===== src/rtl/ide_dec_pkg.sv =====
package ide_dec_pkg;
  localparam int NCH    = 2;
  localparam int AW     = 16;
  localparam int DW     = 8;
  localparam int KINDS  = 2;   // 0: command block, 1: control block
  localparam logic [7:0] OFS_COMMAND = 8'h04;
  localparam logic [7:0] OFS_PROGIF  = 8'h09;
  localparam logic [7:0] OFS_BAR0    = 8'h10;

  typedef logic [AW-1:0] addr_t;

  // Legacy command block base per channel
  function automatic addr_t f_leg_cmd(input int ch);
    return (ch == 0) ? 16'h01F0 : 16'h0170;
  endfunction

  // Legacy control byte per channel
  function automatic addr_t f_leg_ctl(input int ch);
    return (ch == 0) ? 16'h03F6 : 16'h0376;
  endfunction

  // Reset contents of a base register: legacy location, I/O indicator bit set
  function automatic addr_t f_bar_rst(input int ch, input int kind);
    if (kind == 0) return f_leg_cmd(ch) | 16'h0001;
    return (f_leg_ctl(ch) - 16'h0002) | 16'h0001;
  endfunction

  // Configuration offset of a base register low byte
  function automatic logic [7:0] f_bar_ofs(input int ch, input int kind);
    return OFS_BAR0 + 8'(ch * 8) + 8'(kind * 4);
  endfunction

  // Value stored on a low-byte write
  function automatic logic [7:0] f_low_store(input int kind, input logic [7:0] d);
    if (kind == 0) return {d[7:3], 3'b001};
    return {d[7:2], 2'b01};
  endfunction

  function automatic addr_t f_cmd_base(input addr_t bar);
    return {bar[AW-1:3], 3'b000};
  endfunction

  function automatic addr_t f_ctl_addr(input addr_t bar);
    return {bar[AW-1:2], 2'b00} + 16'h0002;
  endfunction

  function automatic logic f_in_block8(input addr_t a, input addr_t base);
    return a[AW-1:3] == base[AW-1:3];
  endfunction
endpackage


===== src/rtl/ide_cfg_regs.sv =====
module ide_cfg_regs
  import ide_dec_pkg::*;
#(
  parameter logic [7:0] PROGIF_RST = 8'h0A,
  parameter logic [7:0] CMD_RST    = 8'h01,
  parameter logic [7:0] CMD_KEEP   = 8'h41
) (
  input  logic          clk,
  input  logic          rst_n,
  input  logic          cfg_wr,
  input  logic [7:0]    cfg_addr,
  input  logic [DW-1:0] cfg_wdata,
  output logic [7:0]    progif_q,
  output logic [7:0]    command_q
);
  localparam logic [7:0] PI_LOCK_BITS = 8'h0A;
  localparam logic [7:0] PI_MODE_BITS = 8'h05;

  logic pi_hit, pi_accept, cmd_hit;
  assign pi_hit    = cfg_wr && (cfg_addr == OFS_PROGIF);
  assign pi_accept = pi_hit && ((progif_q & PI_LOCK_BITS) == PI_LOCK_BITS);
  assign cmd_hit   = cfg_wr && (cfg_addr == OFS_COMMAND);

  always_ff @(posedge clk) begin
    if (!rst_n) begin
      progif_q  <= PROGIF_RST;
      command_q <= CMD_RST;
    end else begin
      if (pi_accept)
        progif_q <= (progif_q & PI_LOCK_BITS) | (cfg_wdata & PI_MODE_BITS);
      if (cmd_hit)
        command_q <= cfg_wdata & CMD_KEEP;
    end
  end

  // lock bits never move
  a_r6_lock_stable: assert property (@(posedge clk) disable iff (!rst_n)
    1'b1 |=> $stable(progif_q & PI_LOCK_BITS));
  // rejected write leaves the byte unchanged
  a_r6_reject_hold: assert property (@(posedge clk) disable iff (!rst_n)
    (pi_hit && !pi_accept) |=> $stable(progif_q));
  // only kept bits of the command byte are ever set
  a_r7_cmd_mask: assert property (@(posedge clk) disable iff (!rst_n)
    (command_q & ~CMD_KEEP) == 8'h00);
endmodule


===== src/rtl/ide_bar_regs.sv =====
module ide_bar_regs
  import ide_dec_pkg::*;
(
  input  logic          clk,
  input  logic          rst_n,
  input  logic          cfg_wr,
  input  logic [7:0]    cfg_addr,
  input  logic [DW-1:0] cfg_wdata,
  input  logic          native_en,
  output addr_t         bar_q [NCH][KINDS]
);
  for (genvar ch = 0; ch < NCH; ch++) begin : g_ch
    for (genvar k = 0; k < KINDS; k++) begin : g_kind
      localparam logic [7:0] OFS_LO = f_bar_ofs(ch, k);
      localparam logic [7:0] OFS_HI = OFS_LO + 8'h01;
      localparam addr_t      RST_V  = f_bar_rst(ch, k);

      logic wr_lo, wr_hi, wr_try;
      assign wr_try = cfg_wr && ((cfg_addr == OFS_LO) || (cfg_addr == OFS_HI));
      assign wr_lo  = cfg_wr && native_en && (cfg_addr == OFS_LO);
      assign wr_hi  = cfg_wr && native_en && (cfg_addr == OFS_HI);

      always_ff @(posedge clk) begin
        if (!rst_n) begin
          bar_q[ch][k] <= RST_V;
        end else begin
          if (wr_lo) bar_q[ch][k][7:0]  <= f_low_store(k, cfg_wdata);
          if (wr_hi) bar_q[ch][k][15:8] <= cfg_wdata;
        end
      end

      // writes ignored while native mode is not allowed
      a_r5_gated_hold: assert property (@(posedge clk) disable iff (!rst_n)
        (wr_try && !native_en) |=> $stable(bar_q[ch][k]));
      // I/O indicator bit always reads one
      a_r4_io_bit: assert property (@(posedge clk) disable iff (!rst_n)
        bar_q[ch][k][0] == 1'b1);
    end
  end
endmodule


===== src/rtl/ide_chan_decode.sv =====
module ide_chan_decode
  import ide_dec_pkg::*;
#(
  parameter int CH = 0
) (
  input  logic  clk,
  input  logic  rst_n,
  input  logic  chan_en,
  input  logic  native,
  input  addr_t cmd_bar,
  input  addr_t ctl_bar,
  input  addr_t io_addr,
  output logic  cmd_cs,
  output logic  ctl_cs
);
  localparam addr_t LEG_CMD = f_leg_cmd(CH);
  localparam addr_t LEG_CTL = f_leg_ctl(CH);

  addr_t cmd_base_w, ctl_addr_w;
  logic  cmd_hit_w, ctl_hit_w;

  assign cmd_base_w = native ? f_cmd_base(cmd_bar) : LEG_CMD;
  assign ctl_addr_w = native ? f_ctl_addr(ctl_bar) : LEG_CTL;
  assign cmd_hit_w  = f_in_block8(io_addr, cmd_base_w);
  assign ctl_hit_w  = (io_addr == ctl_addr_w);
  assign cmd_cs     = chan_en && cmd_hit_w;
  assign ctl_cs     = chan_en && ctl_hit_w;

  // legacy command select only inside the fixed window
  a_r2_legacy_cmd: assert property (@(posedge clk) disable iff (!rst_n)
    (cmd_cs && !native) |-> (io_addr[15:3] == LEG_CMD[15:3]));
  // control select covers a single byte
  a_r10_ctl_single: assert property (@(posedge clk) disable iff (!rst_n)
    (ctl_cs && native) |-> (io_addr[1:0] == 2'b10));
endmodule


===== src/rtl/ide_base_decoder.sv =====
module ide_base_decoder
  import ide_dec_pkg::*;
#(
  parameter logic [7:0] PROGIF_RST = 8'h0A
) (
  input  logic        clk,
  input  logic        rst_n,
  input  logic        cfg_wr,
  input  logic [7:0]  cfg_addr,
  input  logic [7:0]  cfg_wdata,
  input  logic        native_en,
  input  logic        sec_en,
  input  logic [15:0] io_addr,
  output logic [1:0]  cmd_cs,
  output logic [1:0]  ctl_cs,
  output logic [15:0] pri_cmd_bar,
  output logic [15:0] pri_ctl_bar,
  output logic [15:0] sec_cmd_bar,
  output logic [15:0] sec_ctl_bar,
  output logic [7:0]  progif_q,
  output logic [7:0]  command_q
);
  addr_t bar_q [NCH][KINDS];
  logic [NCH-1:0] chan_en_w, native_w;

  ide_cfg_regs #(.PROGIF_RST(PROGIF_RST)) u_cfg (
    .clk(clk), .rst_n(rst_n), .cfg_wr(cfg_wr), .cfg_addr(cfg_addr),
    .cfg_wdata(cfg_wdata), .progif_q(progif_q), .command_q(command_q)
  );

  ide_bar_regs u_bars (
    .clk(clk), .rst_n(rst_n), .cfg_wr(cfg_wr), .cfg_addr(cfg_addr),
    .cfg_wdata(cfg_wdata), .native_en(native_en), .bar_q(bar_q)
  );

  for (genvar ch = 0; ch < NCH; ch++) begin : g_dec
    if (ch == 0) begin : g_pri
      assign chan_en_w[ch] = command_q[0];
    end else begin : g_sec
      assign chan_en_w[ch] = command_q[0] && sec_en;
    end
    assign native_w[ch] = native_en && progif_q[2*ch];

    ide_chan_decode #(.CH(ch)) u_dec (
      .clk(clk), .rst_n(rst_n), .chan_en(chan_en_w[ch]), .native(native_w[ch]),
      .cmd_bar(bar_q[ch][0]), .ctl_bar(bar_q[ch][1]), .io_addr(io_addr),
      .cmd_cs(cmd_cs[ch]), .ctl_cs(ctl_cs[ch])
    );
  end

  assign pri_cmd_bar = bar_q[0][0];
  assign pri_ctl_bar = bar_q[0][1];
  assign sec_cmd_bar = bar_q[1][0];
  assign sec_ctl_bar = bar_q[1][1];

  // no select without the decode enable of that channel
  a_r8_pri_gate: assert property (@(posedge clk) disable iff (!rst_n)
    !command_q[0] |-> (cmd_cs == 2'b00 && ctl_cs == 2'b00));
  a_r8_sec_gate: assert property (@(posedge clk) disable iff (!rst_n)
    !sec_en |-> (!cmd_cs[1] && !ctl_cs[1]));
endmodule


===== config.mk =====
export PLATFORM = sky130hd
export DESIGN_NAME = ide_base_decoder
export DESIGN_NICKNAME = d
export VERILOG_FILES = /design/src/rtl/ide_dec_pkg.sv /design/src/rtl/ide_cfg_regs.sv /design/src/rtl/ide_bar_regs.sv /design/src/rtl/ide_chan_decode.sv /design/src/rtl/ide_base_decoder.sv
export SDC_FILE = /design/constraint.sdc
export NUM_CORES = 1
export LEC_CHECK = 0
export ABC_AREA = 0
export BUFFER_PORTS_ARGS = -buffer_cell sky130_fd_sc_hd__clkbuf_2
export CAP_MARGIN = 20
export CORE_MARGIN = 5
export CORE_UTILIZATION = 46
export DETAILED_ROUTE_END_ITERATION = 7
export HOLD_SLACK_MARGIN = 0.15
export MAX_ROUTING_LAYER = met4
export PLACE_DENSITY = 0.74
export SLEW_MARGIN = 20
export SYNTH_ARGS = -nofsm -noshare
export SYNTH_HDL_FRONTEND = slang
export SYNTH_SLANG_ARGS = --single-unit

===== constraint.sdc =====
create_clock -name clk -period 1.62 [get_ports clk]
set_input_delay 0.243 -clock clk [delete_from_list [all_inputs] [get_ports clk]]
set_output_delay 0.243 -clock clk [all_outputs]
set_load 0.02 [all_outputs]

==> flow_metrics.env <==
export IMPL_status="finished, violations left"
export IMPL_violations="setup timing"
export IMPL_grt_usage_pct=26.9
export IMPL_synth_seq_cells=58
export IMPL_fin_nets=663
export IMPL_wl_per_cell_um=18.0
export IMPL_h_tree_depth=3
export IMPL_p_int_uw=2430
export IMPL_synth_xor_area_share_pct=4.56
export IMPL_yosys_cell_types_count=42
export IMPL_initial_core_util_pct=47.4
export IMPL_area_delta_synth_final_pct=49.5
export IMPL_worstSetupStartpointType="register"
export IMPL_die_h_um=96.7
export IMPL_r2r_slack_ns=0.75
export IMPL_diodes=0
export IMPL_fin_crit_ns=2.27
export IMPL_synth_ff_type="dfxtp_1"
export IMPL_grt_pass1_vias=3926
export IMPL_detail_route_first_pass_iterations=6
export IMPL_synth_top_family_by_area="simple AND/OR/NAND/NOR gates"
export IMPL_synthCells=445
export IMPL_die_area_mm2=0.00935
export IMPL_vias=4186
export IMPL_cts_tree="built"
export IMPL_power_switching_uw=899
export IMPL_p_clk_share_pct=44.3
export IMPL_syn_cell_area_mm2=0.00346
export IMPL_clk_pin_slew_worst_paths_ns=0.07
export IMPL_ys_warn_count=0
export IMPL_rsz0062_at_grt="yes"
export IMPL_synth_top_area_share_pct=33.6
export IMPL_routed_wirelength_um=13100
export IMPL_swShare_pct=27.0
export IMPL_final_cells=730
export IMPL_dp_cells=705
export IMPL_cp_required_ns=1.38
export IMPL_ios=121
export IMPL_crit_path_max_fanout=7
export IMPL_yosysSeqAreaShare_pct=33.6
export IMPL_globalplace_congestion=0.963
export IMPL_crit_type="reg -> out"
export IMPL_synthMuxAreaShare_pct=6.66
export IMPL_dp_hpwl_um=9600
export IMPL_synthArstFlopShare_pct=0
export IMPL_port_buffers=98
export IMPL_fin_skew_ns=0
export IMPL_drt_iter0_drc=352
export IMPL_clk_path_buf_depth=2
export IMPL_p_per_area_mw_per_mm2=643
export IMPL_final_setup_tns_ns=-2.35
export IMPL_hold_viol=0
export IMPL_coreArea_mm2=0.00729
export IMPL_slew_viol_final=0
export IMPL_critical_path_arrival_ns=2.03
export IMPL_placementRows=31
export IMPL_combPwrFrac_pct=12.8
export IMPL_grt_first_pass_wirelength_um=19900
export IMPL_setup_worst_path_end_class="output port"
export IMPL_vias_per_cell=5.73
export IMPL_die_w_um=96.7
export IMPL_synth_adder_area_share_pct=0
export IMPL_drc=0
export IMPL_cts_made_buffers=9
export IMPL_setup_viol=4
export IMPL_fin_hold_ws_ns=0.162
export IMPL_synth_top_area_cell="dfxtp_1"
export IMPL_holdBufCountCts=0
export IMPL_drive_above_1_share_pct=43.3
export IMPL_synth_edff_count=0
export IMPL_cts_root_buf="clkbuf_8"
export IMPL_hold_class="in -> reg"
export IMPL_synth_compound_area_share_pct=17.7
export IMPL_syn_area_per_cell_um2=7.77
export IMPL_ir_drop_mv=0.459
export IMPL_yosys_top_cells_area="dfxtp_1 34%, mux2i_1 6.7%, o21ai_0 6.7%, buf_4 5.9%, nand3_1 5.8%"
export IMPL_leakage_uw=0.00233
export IMPL_drv_cap=0
export IMPL_grt_start_max_net_pins=41
export IMPL_drtAntennaViolNets=0
export IMPL_min_period_over_period_pct=140
export IMPL_grt_ovfl_total=0
export IMPL_clk_latency_ns=0.34
export IMPL_fin_ws_ns=-0.652
export IMPL_seqPwrFrac_pct=42.8
export IMPL_antenna_found_initial=0
export IMPL_clock_sinks=58
export IMPL_clock_fmax_mhz=440
export IMPL_synthSimpleGateAreaFrac_pct=23.9
-- stage by stage --
step                      area (µm²)  worst slack, ns  util [%]  power [µW]
after floorplan                 3570           -0.106         -        1690
after global placement          4610           -0.412      63.2        1830
after detailed placement        4610           -0.540      63.2        1840
after CTS                       5020           -0.617      68.8        3310
after global routing            5170           -0.682      70.9        3440
final                           5170           -0.652      70.9        3330
-- power by group through the flow --
| stage | registers [µW] | clock network (µW) | logic [µW] |
|---|---|---|---|
| CTS | 1420 | 1490 | 400 |
| finish | 1420 | 1470 | 427 |
| global route | 1420 | 1570 | 450 |
| floorplan | 1460 | 0 | 234 |
| global placement | 1460 | 0 | 375 |
| detailed placement | 1460 | 0 | 380 |
-- cells in the final DEF, fill, tap and decap left out, drive strengths merged, types with 19 or more instances in the layout --
master,Yosys,routed
buf,41,119
clkbuf,23,106
conb,2,22
dfxtp,58,58
inv,21,21
mux2i,23,23
nand2,47,47
nand3,40,40
nor2,19,19
o21ai,46,46
-- registers in the layout, summed over array words and instances (netlist names) --
| register | count |
|---|---|
| u_cfg.command_q | 2 |
| u_bars.bar_q | 54 |
| u_cfg.progif_q | 2 |
-- cell families after synthesis --
kind of cell	Yosys count
and+or+nand+nor	158
AOI/OAI and AO/OA	101
buffers and inverters	85
DFF	58
muxes	23
xor gates and xnor gates	18
other	2
-- worst paths after layout --
path,start,to,cells past startpoint
hold / removal,cfg_wdata[2],u_bars.bar_q[34],3
setup / recovery,u_cfg.progif_q[0],ctl_cs[0],7
setup reg to reg,u_bars.bar_q[5],u_bars.bar_q[5],4
hold reg to reg,u_cfg.command_q[6],u_cfg.command_q[6],2
-- synth_stat cells, types with 5 or more instances --
| master | number |
|---|---|
| dfxtp_1 | 58 |
| nand2_1 | 46 |
| o21ai_0 | 46 |
| nand3_1 | 40 |
| buf_4 | 27 |
| mux2i_1 | 23 |
| clkbuf_1 | 21 |
| inv_1 | 21 |
| nor2_1 | 19 |
| nor4_1 | 16 |
| a21oi_1 | 14 |
| a31oi_1 | 12 |
| xnor2_1 | 10 |
| o32ai_1 | 9 |
| xor2_1 | 8 |
| o22ai_1 | 7 |
| buf_2 | 6 |
| nand4_1 | 5 |
| or3_1 | 5 |
-- per-layer routing --
layer / track usage [%] / up-vias / wire length, µm
met4: 11.9 / 0 / 490
met3: 6.47 / 52 / 1290
met2: 41.6 / 258 / 6010
met1: 33.4 / 1957 / 5340
met5: - / - / 0
li1: - / 1919 / -
-- worst max-delay path, cell delays in order (launching register included) --
cell      delay (ns)
dfxtp_4         0.38
nand2_4         0.07
buf_12          0.14
or3_4           0.32
a21oi_2         0.15
o221ai_2        0.11
nor4_2          0.31
buf_4           0.21
-- layout make-up --
type,count,area [µm²]
clock buffers,11,163
clock inverters,5,60.1
fillers,592,2120
inverters,21,78.8
multi-input cells,322,2140
flip-flops and latches,58,1170
well taps,99,124
repair buffers,214,1430
-- repair_timing --
item / in CTS / in global routing
gates resized for setup: 31 / 22
setup buffers: 4 / 4
endpoints found under the hold margin: 0 / 0
pin swaps: 9 / 5
cloned: 0 / 1
setup endpoints to repair: 4 / 4
Power figures use the tool's default switching activity.
